===== config.mk =====
export PLATFORM = sky130hd
export DESIGN_NAME = frame_shutter_ctrl
export DESIGN_NICKNAME = d
export VERILOG_FILES = /design/src/rtl/fsc_pkg.sv /design/src/rtl/fsc_frame_timer.sv /design/src/rtl/fsc_line_stepper.sv /design/src/rtl/frame_shutter_ctrl.sv
export SDC_FILE = /design/constraint.sdc
export NUM_CORES = 1
export LEC_CHECK = 0
export ABC_AREA = 1
export BUFFER_PORTS_ARGS = -buffer_cell sky130_fd_sc_hd__buf_2
export CAP_MARGIN = 25
export CELL_PAD_IN_SITES_DETAIL_PLACEMENT = 0
export CELL_PAD_IN_SITES_GLOBAL_PLACEMENT = 1
export CORE_AREA = 2 2 150 152
export DETAILED_ROUTE_END_ITERATION = 10
export DIE_AREA = 0 0 152 154
export GPL_TIMING_DRIVEN = 0
export PLACE_DENSITY_LB_ADDON = 0.1
export SLEW_MARGIN = 15
export SYNTH_ARGS = -nofsm -noshare
export SYNTH_HDL_FRONTEND = slang
export SYNTH_SLANG_ARGS = --single-unit

===== constraint.sdc =====
create_clock -name clk -period 5.3 [get_ports clk]
set_clock_uncertainty 0.2 [all_clocks]
set_input_delay 0.265 -clock clk [delete_from_list [all_inputs] [get_ports clk]]
set_output_delay 0.265 -clock clk [all_outputs]
set_load 0.02 [all_outputs]

===== src/rtl/fsc_pkg.sv =====
package fsc_pkg;

  typedef enum logic [2:0] {
    ST_IDLE,
    ST_CLEAN,
    ST_DRAIN,
    ST_INTEG,
    ST_XFER,
    ST_READ
  } fsc_state_e;

  // Exposure actually used: fit inside the frame, never shorter than the gap.
  function automatic int unsigned fsc_expo_limit(int unsigned expo, int unsigned frame,
                                                 int unsigned xfer, int unsigned gap);
    int unsigned ceiling;
    int unsigned eff;
    ceiling = (frame > xfer) ? frame - xfer : 0;
    eff     = (expo < ceiling) ? expo : ceiling;
    if (eff < gap) eff = gap;
    return eff;
  endfunction

  // Lines per readout pass.
  function automatic int unsigned fsc_line_total(int unsigned lines, logic binned);
    return binned ? lines / 2 : lines;
  endfunction

  // Drain stays open while the upcoming cycle lies before the exposure window.
  function automatic logic fsc_drain_open(longint unsigned cnt_next, longint unsigned expo,
                                          longint unsigned frame);
    return (cnt_next + expo) < frame;
  endfunction

  // The frame period has elapsed once the upcoming count reaches it.
  function automatic logic fsc_frame_due(longint unsigned cnt_next, longint unsigned frame);
    return cnt_next >= frame;
  endfunction

endpackage


===== src/rtl/fsc_frame_timer.sv =====
module fsc_frame_timer #(
  parameter int unsigned CW = 24
) (
  input  logic          clk,
  input  logic          rst_n,
  input  logic          clr_i,
  output logic [CW-1:0] cnt_o
);
  localparam logic [CW-1:0] CNT_TOP = '1;

  logic [CW-1:0] cnt_q;

  always_ff @(posedge clk or negedge rst_n) begin
    if (!rst_n)             cnt_q <= '0;
    else if (clr_i)         cnt_q <= '0;
    else if (cnt_q != CNT_TOP) cnt_q <= cnt_q + 1'b1;
  end

  assign cnt_o = cnt_q;
endmodule


===== src/rtl/fsc_line_stepper.sv =====
module fsc_line_stepper #(
  parameter int unsigned LW = 11
) (
  input  logic          clk,
  input  logic          rst_n,
  input  logic          go_i,
  input  logic [LW-1:0] total_i,
  input  logic          done_i,
  output logic          start_o,
  output logic          last_o
);
  logic          busy_q;
  logic          start_q;
  logic [LW-1:0] idx_q;
  logic [LW-1:0] total_q;
  logic          at_end;

  assign at_end = (idx_q == total_q - LW'(1));
  assign last_o = busy_q & done_i & at_end;

  always_ff @(posedge clk or negedge rst_n) begin
    if (!rst_n) begin
      busy_q  <= 1'b0;
      start_q <= 1'b0;
      idx_q   <= '0;
      total_q <= '0;
    end else begin
      start_q <= 1'b0;
      if (go_i) begin
        busy_q  <= 1'b1;
        idx_q   <= '0;
        total_q <= total_i;
        start_q <= 1'b1;
      end else if (busy_q && done_i) begin
        if (at_end) begin
          busy_q <= 1'b0;
        end else begin
          idx_q   <= idx_q + 1'b1;
          start_q <= 1'b1;
        end
      end
    end
  end

  assign start_o = start_q;
endmodule


===== src/rtl/frame_shutter_ctrl.sv =====
module frame_shutter_ctrl
  import fsc_pkg::*;
#(
  parameter int unsigned LINES    = 1044,
  parameter int unsigned CW       = 24,
  parameter int unsigned XFER_CYC = 167040,
  parameter int unsigned GAP_CYC  = 200
) (
  input  logic          clk,
  input  logic          rst_n,
  input  logic          run_i,
  input  logic          clean_i,
  input  logic          shutter_en_i,
  input  logic          bin_i,
  input  logic [CW-1:0] expo_cyc_i,
  input  logic [CW-1:0] frame_cyc_i,
  output logic          frame_start_o,
  input  logic          xfer_done_i,
  output logic          line_start_o,
  input  logic          line_done_i,
  output logic          discard_o,
  output logic          drain_o,
  output logic          bin_o
);
  localparam int unsigned LW = $clog2(LINES + 1);

  fsc_state_e    state_q, state_d;
  logic [CW-1:0] cnt;
  logic [CW:0]   cnt_nx;
  logic [CW-1:0] f_lat, e_lat, f_use, e_use, e_in;
  logic          fs_q, bin_q;

  // Named internal events
  logic          enter_xfer, enter_read, enter_clean;
  logic          line_go, line_last;
  logic          drain_nx, idle_drain, frame_due, clr_timer;
  logic [LW-1:0] line_total;

  assign e_in  = CW'(fsc_expo_limit(32'(expo_cyc_i), 32'(frame_cyc_i), XFER_CYC, GAP_CYC));
  assign f_use = (state_q == ST_IDLE) ? frame_cyc_i : f_lat;
  assign e_use = (state_q == ST_IDLE) ? e_in : e_lat;

  assign cnt_nx     = {1'b0, cnt} + {{CW{1'b0}}, 1'b1};
  assign drain_nx   = fsc_drain_open(64'(cnt_nx), 64'(e_use), 64'(f_use));
  assign idle_drain = fsc_drain_open(64'd0, 64'(e_use), 64'(f_use));
  assign frame_due  = fsc_frame_due(64'(cnt_nx), 64'(f_use));

  always_comb begin
    state_d = state_q;
    unique case (state_q)
      ST_IDLE: begin
        if (clean_i)    state_d = ST_CLEAN;
        else if (run_i) state_d = (shutter_en_i && idle_drain) ? ST_DRAIN : ST_INTEG;
      end
      ST_CLEAN: begin
        if (line_last) state_d = ST_IDLE;
      end
      ST_DRAIN: begin
        if (!run_i)         state_d = ST_IDLE;
        else if (!drain_nx) state_d = ST_INTEG;
      end
      ST_INTEG: begin
        if (!run_i)         state_d = ST_IDLE;
        else if (frame_due) state_d = ST_XFER;
      end
      ST_XFER: begin
        if (xfer_done_i) state_d = ST_READ;
      end
      ST_READ: begin
        if (line_last) begin
          if (!run_i)                         state_d = ST_IDLE;
          else if (shutter_en_i && drain_nx)  state_d = ST_DRAIN;
          else                                state_d = ST_INTEG;
        end
      end
      default: state_d = ST_IDLE;
    endcase
  end

  assign enter_xfer  = (state_d == ST_XFER)  && (state_q != ST_XFER);
  assign enter_read  = (state_d == ST_READ)  && (state_q != ST_READ);
  assign enter_clean = (state_d == ST_CLEAN) && (state_q != ST_CLEAN);
  assign line_go     = enter_read | enter_clean;
  assign line_total  = LW'(fsc_line_total(LINES, enter_clean ? 1'b0 : bin_q));
  assign clr_timer   = (state_q == ST_IDLE) | enter_xfer;

  fsc_frame_timer #(.CW(CW)) u_timer (
    .clk   (clk),
    .rst_n (rst_n),
    .clr_i (clr_timer),
    .cnt_o (cnt)
  );

  fsc_line_stepper #(.LW(LW)) u_lines (
    .clk     (clk),
    .rst_n   (rst_n),
    .go_i    (line_go),
    .total_i (line_total),
    .done_i  (line_done_i),
    .start_o (line_start_o),
    .last_o  (line_last)
  );

  always_ff @(posedge clk or negedge rst_n) begin
    if (!rst_n) begin
      state_q <= ST_IDLE;
      f_lat   <= '0;
      e_lat   <= '0;
      fs_q    <= 1'b0;
      bin_q   <= 1'b0;
    end else begin
      state_q <= state_d;
      fs_q    <= enter_xfer;
      if (state_q == ST_IDLE || enter_xfer) begin
        f_lat <= frame_cyc_i;
        e_lat <= e_in;
      end
      if (enter_xfer) bin_q <= bin_i;
    end
  end

  assign frame_start_o = fs_q;
  assign drain_o       = (state_q == ST_DRAIN);
  assign discard_o     = (state_q == ST_CLEAN);
  assign bin_o         = bin_q;
endmodule


After elaboration in Yosys (flattened, before gate mapping). Index checks and enable logic that the tools add are counted.

Output and inout port bits: 5. Register bits after elaboration: 101. Word-level logic and storage cells: 84. Input bits: 56.

Mux-type cells: 31. Equality and inequality tests: 14. Reductions and logical operators: 13. $lt $le $gt $ge: 6. Add/subtract/negate cells: 6. Bitwise logic cells: 4.

Operators by type and width (number): $mux W24 (5); $mux W32 (2); $mux W11 (4); $lt A24 B32 Y1 (1); $lt A32 B8 Y1 const B (1); $mux W3 (9); $add A25 B24 Y26 (1); $lt A26 B24 Y1 (1); $add A24 B1 Y25 const B (1); $ge A25 B24 Y1 (1); $sub A24 B18 Y25 const B (1); $add A24 B1 Y24 const B (1); $gt A24 B18 Y1 const B (1); $lt A24 B24 Y1 (1); $ne A24 B24 Y1 const B (1); $pmux W3 S6 (1); $eq A3 B3 Y1 const B (4); $add A11 B1 Y11 const B (1); $eq A11 B11 Y1 (1); $sub A11 B1 Y11 const B (1); $mux W1 (9); $eq A3 B1 Y1 const B (2); $eq A3 B2 Y1 const B (2); $logic_and A1 B1 Y1 (6); other kinds (10) (16).

Logic depth before layout (Yosys ltp). Gate-level depths: netlist (run 1).

Word-level depth: 19. Mapped depth: 60. Mapped depth without buffers: 59.

Modules after synthesis. A second synthesis (run 1) with hierarchy kept.

Cell total of the unflattened synthesis: 1538. Area total of the unflattened synthesis: 10358.7 um^2.

By module, submodules not included: frame_shutter_ctrl (seq. area each 1326.3 um^2, area an instance 7088.0 um^2, cells each 1077, times used 1); fsc_line_stepper (seq. area each 600.6 um^2, area an instance 1735.4 um^2, cells each 243, times used 1); fsc_frame_timer (seq. area each 600.6 um^2, area an instance 1535.2 um^2, cells each 218, times used 1).

Worst setup path before layout (run 1). OpenSTA, ideal clock, no wires.

Path kind: input port to flip-flop. Start point: input port frame_cyc_i[7]. End point: register u_lines.idx_q[6]. Stages: 53. Arrival time: 7.006 ns. Library setup time: 0.067 ns. Data required time: 5.033 ns. Buffers on the path: 4. Setup slack: -1.973 ns. Cells stage by stage: inv_2 -> ha_1 -> nand2_1 -> nand2_2 -> nand3_2 -> nand2_2 -> nand3_2 -> nand2_4 -> clkinv_1 -> clkbuf_1 -> nand2_1 -> ha_1 -> nand2_1 -> o21ai_0 -> a21oi_1 -> or2_1 -> buf_4 -> buf_2 -> [... 17 more ...] -> a21boi_2 -> o21ai_1 -> a21boi_1 -> xnor2_1 -> ha_1 -> nand2_1 -> nor2_1 -> o31ai_1 -> o211ai_1 -> nand3_1 -> nand4_1 -> or2_2 -> a21oi_2 -> nand2_4 -> nand2_8 -> buf_12 -> nand3_2 -> nand2_1.

Cells in the longest elaborated chain, start to end: 19. Elaborated cells between the ends (all ways): 35. Those cells by class: add/sub: 2; order compare: 6; eq/ne: 3; mux: 17; bitwise: 1; reduce/logical: 6.

RTL lines: start: declaration (line frame_shutter_ctrl.sv:16) `input logic [CW-1:0] frame_cyc_i,`; $sub A24 B18 Y25 / $gt A24 B18 Y1 (equally long branches) (line fsc_pkg.sv:17) `ceiling = (frame > xfer) ? frame - xfer : 0;`; $mux W32 (line fsc_pkg.sv:17); $lt A24 B32 Y1 (line fsc_pkg.sv:18) `eff = (expo < ceiling) ? expo : ceiling;`; $mux W32 (line fsc_pkg.sv:18); $lt A32 B8 Y1 (line fsc_pkg.sv:19) `if (eff < gap) eff = gap;`; $mux W24 (line fsc_pkg.sv:19); $mux W24 (line frame_shutter_ctrl.sv:41) `assign e_use = (state_q == ST_IDLE) ? e_in : e_lat;`; $add A25 B24 Y26 (line fsc_pkg.sv:31) `return (cnt_next + expo) < frame;`; [... 4 more ...]; $mux W3 (line frame_shutter_ctrl.sv:70) `if (line_last) begin`; $pmux W3 S6 * (line frame_shutter_ctrl.sv:50) `unique case (state_q)`; named net state_d[0] (line frame_shutter_ctrl.sv:27) `fsc_state_e state_q, state_d;`; $eq A3 B3 Y1 / $eq A3 B1 Y1 (equally long branches) (line frame_shutter_ctrl.sv:81, frame_shutter_ctrl.sv:82); $logic_and A1 B1 Y1 (on tied branches) (line frame_shutter_ctrl.sv:81, frame_shutter_ctrl.sv:82); $or A1 B1 Y1 * (line frame_shutter_ctrl.sv:83) `assign line_go = enter_read | enter_clean;`; $ne A2 B2 Y1 (no source line) / $reduce_bool A2 Y1 (equally long branches); $reduce_and A2 Y1 (no source line); end signal: assignment (line fsc_line_stepper.sv:38) `idx_q <= idx_q + 1'b1;`; end: declaration (line fsc_line_stepper.sv:14) `logic [LW-1:0] idx_q;`.

Mark *: on every way through the listed nets, which the timed path passes. The rest lies on a longest branch. A chain may end at the register's enable or synchronous reset.

Worst setup path in the final report (run 1).
Start point: input port frame_cyc_i[15]. End point: register u_lines.idx_q[7].

Same word-level chain as after synthesis.

==> reports/results.ini, run 1 <==
[clock_network]
cts_max_path_buffers = 2
insertion_delay_ns = 0.36
clock-root-buffer = clkbuf_16
cts_tree = done
cts.sinks = 92
cts_inserted_buffers = 9
clkSlewWorstSetupHoldPaths_ns = 0.07
htreeDepth = 3

[synthesis]
avgSynthCellArea_um2 = 7.07
synthesis.area_um2 = 8850
synthArstFlopShare_pct = 100
yosysUniqueCellTypes = 46
yosys_warnings = 0
synth_edf_count = 0
ys_seq_area_share_pct = 26.0
synth_cells = 1252
dominantRegCellSynth = dfrtp_1
synth_fp_nets = 1432
synth-seq-cells = 92

[place]
gp_congestion = 0.829
hpwl_um = 20700
dpl-instance-area_um2 = 9720
place_inst = 1593
io_buffers = 60

[global_routing]
use_met3_pct = 2.48
grt.met1_usage_pct = 31.2
grt_pass1_wl_um = 42500
grt_max_degree = 69
grt_pass1_vias = 8259
track_usage_pct = 22.5
overflow = 0
antenna_found_initial = 0
grt.busiest_layer = met2
use_met2_pct = 38.2

[critical_path]
critical_path.top_delay_family = buffers and inverters
critical_path_buf_inv_count = 22
critPathKind = in -> reg
path_common_cell = buf_4
cp_max_fo = 8
start_kind = input pin
cp_data_arrival_time_ns = 7.41
slowest_stage = ha_1
crit_path_end_kind = register
slowest_delay_ns = 0.42
required_ns = 5.40

[detailed_routing]
avgRoutedWirePerCell_um = 15.6
drt_iter0_drc = 440
first_pass_iters = 5
vias_per_cell = 5.07
num_vias = 8492
drt_wl_total_um = 26100
ant_nets = 0
drcViolationCount = 0

[flow_run]
cap_viol_max_count = 0

[timing]
tightest_slew_ns = 0.924
hold_violations = 0
finalCriticalPeriod_ns = 7.31
fin_ws_ns = -2.01
finalSetupViolCount = 88
drv_slew = 0
finalCritPeriodShare_pct = 138
max_freq_mhz = 137
max_slew_margin_pct = 38.4
rsz0062_at_grt = yes

[final_layout]
fillers = 2189
syn_to_final_growth_pct = 24.8
stdcell_count = 1675
fin_util_pct = 50.9
drive_gt1_share_pct = 20.4
design_area_um2 = 11000
diodes = 0
num-nets-final = 1570

[min_path]
holdCritPathClass = in -> reg

[status]
violations = negative setup slack
run_status = finished with violations

[floorplanning]
initial_core_util_pct = 40.8
pin_count = 61
coreArea_um2 = 21700
chipHeight_um = 154
fp.dieW_um = 152
std_cell_rows = 54
die_area_um2 = 23400

[power_and_ir_drop]
p_leak_nw = 5.62
max-vdd-ir-drop_mv = 0.232
p_per_area_nw_per_um2 = 527
p_total_w = 0.00582

-- routing by layer --
layer	part of all wire, %	wire (um)
met5	0	0
met4	1.2	323
met3	2.8	738
met2	46	12000
met1	50	13100
-- synth_stat cells, drive strengths merged (2+ instances only) --
cell type  count  area [um^2]
a21oi         91          467
nand3         76          443
o211ai         4         30.0
nor3          20          105
a211oi        10         75.1
clkbuf        25         93.8
buf            8         72.6
nor4          11         90.1
nor2          94          380
clkinv         3         11.3
nand2        324         1270
or2            8         50.1
o21ai        125          626
o221ai         2         17.5
xnor2         12          105
a21boi         7         60.1
a31oi          4         25.0
ha           123         1540
inv          150          563
xor2          39          342
nand4         18          113
dfrtp         92         2300
-- where the power goes --
part	internal, W	leakage, nW	total [W]	switching (W)
Combinational	0.00157	4.28	0.00402	0.00245
Clock	0.000431	0.160	0.000737	0.000306
Sequential	0.000935	1.18	0.00106	0.000124
-- logic make-up after synthesis --
group                    count (synthesis)  share of synthesized area (%)
XOR/XNOR                                51                           5.05
AND/OR/NAND/NOR                        552                           27.8
adder cells (fa/ha/maj)                124                           17.6
buffers and inverters                  186                           8.37
flip-flops                              92                           26.0
AO/OA/AOI/OAI                          247                           15.1
-- worst register-to-register path, delay by kind of cell (launching register included) --
kind,cells,cell delay [ns]
flops,1,0.44
fa+ha+maj,2,0.64
compound gates,12,1.98
xor+xnor,1,0.14
buf+inv,6,1.39
simple gates,11,1.68
-- layout by cell type (no fill, tap or decap), drive strengths merged --
| master | Yosys | layout |
|---|---|---|
| nor4 | 11 | 11 |
| clkinvlp | 0 | 3 |
| dfrtp | 92 | 92 |
| xor2 | 39 | 39 |
| nand3b | 1 | 1 |
| nand2 | 324 | 324 |
| o221a | 1 | 1 |
| buf | 8 | 128 |
| bufinv | 0 | 2 |
| a22oi | 1 | 1 |
| nor2 | 94 | 94 |
| o211ai | 4 | 4 |
| clkinv | 3 | 4 |
| fa | 1 | 1 |
| a211oi | 10 | 10 |
| o221ai | 2 | 2 |
| o2111ai | 1 | 1 |
| a21boi | 7 | 7 |
| nand3 | 76 | 76 |
| or2 | 8 | 8 |
| xnor2 | 12 | 12 |
| a21oi | 91 | 91 |
| dlygate4sd3 | 0 | 6 |
| ha | 123 | 123 |
| inv | 150 | 150 |
| nand4 | 18 | 18 |
| o31ai | 1 | 1 |
| o21ai | 125 | 125 |
| a31oi | 4 | 4 |
| clkbuf | 25 | 36 |
| nor3 | 20 | 20 |
-- final cells by class --
class | instances | area, um^2 | area share (%)
multi-input cells | 974 | 6300 | 57.0
flip-flops and latches | 92 | 2300 | 20.9
repair buffers | 127 | 931 | 8.43
inverters | 153 | 619 | 5.61
well taps | 280 | 350 | 3.17
clock buffers | 10 | 239 | 2.16
plain buffers | 33 | 208 | 1.88
clock inverters | 6 | 93.8 | 0.850
-- sequential cells by signal, indices dropped and copies added, names as in the netlist --
| signal | flops |
|---|---|
| u_lines.busy_q | 1 |
| e_lat | 24 |
| f_lat | 24 |
| u_lines.total_q | 2 |
| frame_start_o | 1 |
| u_timer.cnt_o | 24 |
| state_q | 3 |
| u_lines.start_o | 1 |
| bin_o | 1 |
| u_lines.idx_q | 11 |
-- path summary, 6_finish.rpt --
check / end / cells after the start / slack [ns] / startpoint
worst min-delay path: f_lat[1] / 3 / 0.01 / frame_cyc_i[1]
worst max register to register: u_lines.idx_q[7] / 32 / -1.25 / state_q[0]
max in group asynchronous: f_lat[22] / 3 / 4.12 / rst_n
worst max-delay path: u_lines.idx_q[7] / 53 / -2.01 / frame_cyc_i[15]
worst min register to register: f_lat[16] / 2 / 0.28 / f_lat[16]
min in group asynchronous: u_timer.cnt_o[3] / 2 / 0.13 / rst_n
-- per-stage QoR --
stage	TNS (ns)	hold slack, ns	worst slack [ns]
after floorplan	-22.71	-0.231	-1.49
after global placement	-122.63	0.260	-3.18
after detailed placement	-122.91	-0.0476	-3.13
after CTS	-108.09	0.00682	-2.00
after global routing	-153.37	0.0331	-2.44
final	-107.79	0.0132	-2.01
-- what timing repair did --
action                                  4_1_cts  5_1_grt
cloned                                        2        0
setup buffers                                48       11
gates resized for setup                      79       30
pin swaps                                    54       28
endpoints found under the hold margin        97        0
endpoints found under the setup margin       88       91
hold buffers                                  6        0
No activity file was read; power rests on OpenSTA's default activity.
==> run 2: changes to the inputs <==
--- a/config.mk
+++ b/config.mk
@@ -6,15 +6,15 @@
 export NUM_CORES = 1
 export LEC_CHECK = 0
 export ABC_AREA = 1
-export BUFFER_PORTS_ARGS = -buffer_cell sky130_fd_sc_hd__buf_2
 export CAP_MARGIN = 25
 export CELL_PAD_IN_SITES_DETAIL_PLACEMENT = 0
 export CELL_PAD_IN_SITES_GLOBAL_PLACEMENT = 1
-export CORE_AREA = 2 2 150 152
+export CORE_AREA = 2 2 147 149
 export DETAILED_ROUTE_END_ITERATION = 10
-export DIE_AREA = 0 0 152 154
+export DIE_AREA = 0 0 149 151
+export DONT_BUFFER_PORTS = 1
 export GPL_TIMING_DRIVEN = 0
-export PLACE_DENSITY_LB_ADDON = 0.1
+export PLACE_DENSITY = 0.87
 export SLEW_MARGIN = 15
 export SYNTH_ARGS = -nofsm -noshare
 export SYNTH_HDL_FRONTEND = slang
==> constraint.sdc (replaced) <==
create_clock -name clk -period 6.5 [get_ports clk]
set_clock_uncertainty 0.2 [all_clocks]
set_input_delay 0.325 -clock clk [delete_from_list [all_inputs] [get_ports clk]]
set_output_delay 0.325 -clock clk [all_outputs]
set_load 0.02 [all_outputs]
==> run 2 against run 1 <==
Effect of this change: the run still ends with negative setup slack left; sequential cell count unchanged; cell area is 1.1% higher; global-route usage increased by 1.3 points; power is 18% lower; count of clock-buffer cells in the layout down 1; die area fell by 3.9%; cell count decreased by 1.9%; setup slack gained 1.2 ns; hold slack improved by 0.0053 ns; clock power shrank 25%; non-clock buffer count fell by 27; wire length rose by 1.8%; critical endpoint unchanged; largest cell class unchanged; highest routed layer unchanged.
==> reports/results.ini, run 2 (synthesis results as in run 1) <==
[clock_network]
clock-root-buffer = clkbuf_16
clkSlewWorstSetupHoldPaths_ns = 0.08
insertion_delay_ns = 0.37
cts.sinks = 92
htreeDepth = 3
cts_tree = done
cts_max_path_buffers = 2
cts_inserted_buffers = 9

[floorplanning]
std_cell_rows = 53
die_area_um2 = 22500
initial_core_util_pct = 42.5
pin_count = 61
chipHeight_um = 151
coreArea_um2 = 20800
fp.dieW_um = 149

[global_routing]
grt_max_degree = 93
track_usage_pct = 23.8
antenna_found_initial = 0
grt_pass1_wl_um = 42600
overflow = 0
grt_pass1_vias = 8694

[power_and_ir_drop]
p_int_w = 0.00236
p_sw_share_pct = 50.8
max-vdd-ir-drop_mv = 0.205
p_leak_nw = 5.54
p_switching_w = 0.00244
p_per_area_nw_per_um2 = 430
p_seq_share_pct = 18.2
pwr-share-clk_pct = 11.5
combPwrFrac_pct = 70.3

[timing]
max_freq_mhz = 136
finalSetupViolCount = 16
hold_ws_ns = 0.0185
rsz0062_at_grt = yes
tns_ns = -12.70
tightest_slew_ns = 0.826
finalCritPeriodShare_pct = 113
drv_slew = 0
finalCriticalPeriod_ns = 7.34
max_slew_margin_pct = 44.4
fin_ws_ns = -0.842
hold_violations = 0

[critical_path]
r2r-start = state_q[0]
slowest_delay_ns = 0.39
worstReg2RegEnd = u_lines.idx_q[7]
rrSetupSlack_ns = -0.01
required_ns = 6.56
crit_path_end_kind = register
start_kind = input pin
critPathKind = in -> reg
cp_data_arrival_time_ns = 7.41
cp_max_fo = 6
r2r_cells = 33
slowest_stage = fa_2

[place]
io_buffers = 0
dp_slack_ns = -1.75
place_inst = 1527
hpwl_um = 19400
gp_congestion = 0.864
dpl-instance-area_um2 = 9380

[detailed_routing]
num_vias = 8653
ant_nets = 0
avgRoutedWirePerCell_um = 16.2
vias_per_cell = 5.27
drcViolationCount = 0
first_pass_iters = 7
drt_iter0_drc = 531
drt_wl_total_um = 26600

[min_path]
hold_depth = 2
holdCritPathClass = in -> reg
hold_start = frame_cyc_i[20]
hold_path_end = f_lat[20]

[status]
violations = negative setup slack
run_status = finished with violations

[final_layout]
num-nets-final = 1543
layout_commonest_cell = nand2_1
drive_gt1_share_pct = 20.3
stdcell_count = 1643
design_area_um2 = 11200
diodes = 0
regArea_um2 = 2300
layout_common_cells = 281 x nand2_1, 136 x inv_1, 114 x ha_1, 101 x o21ai_0, 92 x dfrtp_1
multiInputGateArea_um2 = 6510
fillers = 1966
syn_to_final_growth_pct = 26.1

[flow_run]
cap_viol_max_count = 0

[run 2: cell type report]
type / count / area share (%)
well taps: 275 / 3.08
clock buffers: 9 / 2.02
repair buffers: 100 / 8.03
flip-flops and latches: 92 / 20.6
clock inverters: 7 / 0.605
multi-input cells: 974 / 58.4
inverters: 153 / 5.46
plain buffers: 33 / 1.83
[run 2: how the worst max path moves through the flow]
stage               startpoint          endpoint
2_1_floorplan   frame_cyc_i[8]  u_lines.idx_q[6]
3_3_place_gp    frame_cyc_i[7]  u_lines.idx_q[7]
3_5_place_dp    frame_cyc_i[9]   u_lines.start_o
4_1_cts        frame_cyc_i[13]  u_lines.idx_q[7]
5_1_grt         frame_cyc_i[9]  u_lines.idx_q[7]
6_report        frame_cyc_i[9]  u_lines.idx_q[7]
[run 2: power by group through the flow]
stage / Clock (W) / Combinational (W) / Sequential, W
2_1_floorplan: 0 / 0.00212 / 0.000852
3_3_place_gp: 0 / 0.00271 / 0.000871
3_5_place_dp: 0 / 0.00280 / 0.000878
4_1_cts: 0.000551 / 0.00318 / 0.000868
5_1_grt: 0.000575 / 0.00382 / 0.000891
6_report: 0.000551 / 0.00337 / 0.000872
[run 2: worst max-delay path: cells and delay by family]
kind            cells  cell delay (ns)
compound gates     12             1.50
xor+xnor            1             0.15
fa+ha+maj           4             1.16
buf+inv             7             0.89
simple gates       29             3.35
[run 2: through the flow]
| stage | power [W] | utilization (%) |
|---|---|---|
| floorplan | 0.00297 | - |
| detailed placement | 0.00368 | 45.0 |
| global placement | 0.00358 | 45.0 |
| CTS | 0.00460 | 51.3 |
| finish | 0.00479 | 53.6 |
| global route | 0.00529 | 53.6 |
[run 2: layer usage]
metal / global-route usage (%) / part of all wire (%)
met5: 0 / 0
met1: 28.8 / 43
met4: 9.33 / 3.1
met3: 4.31 / 4.5
met2: 42.1 / 49
[run 2: timing repair]
item	CTS	global route
pin swaps	52	55
resized for setup	66	80
hold buffers	24	0
endpoints found under the setup margin	16	82
setup buffers	56	16
endpoints found under the hold margin	114	0
gates cloned	3	1
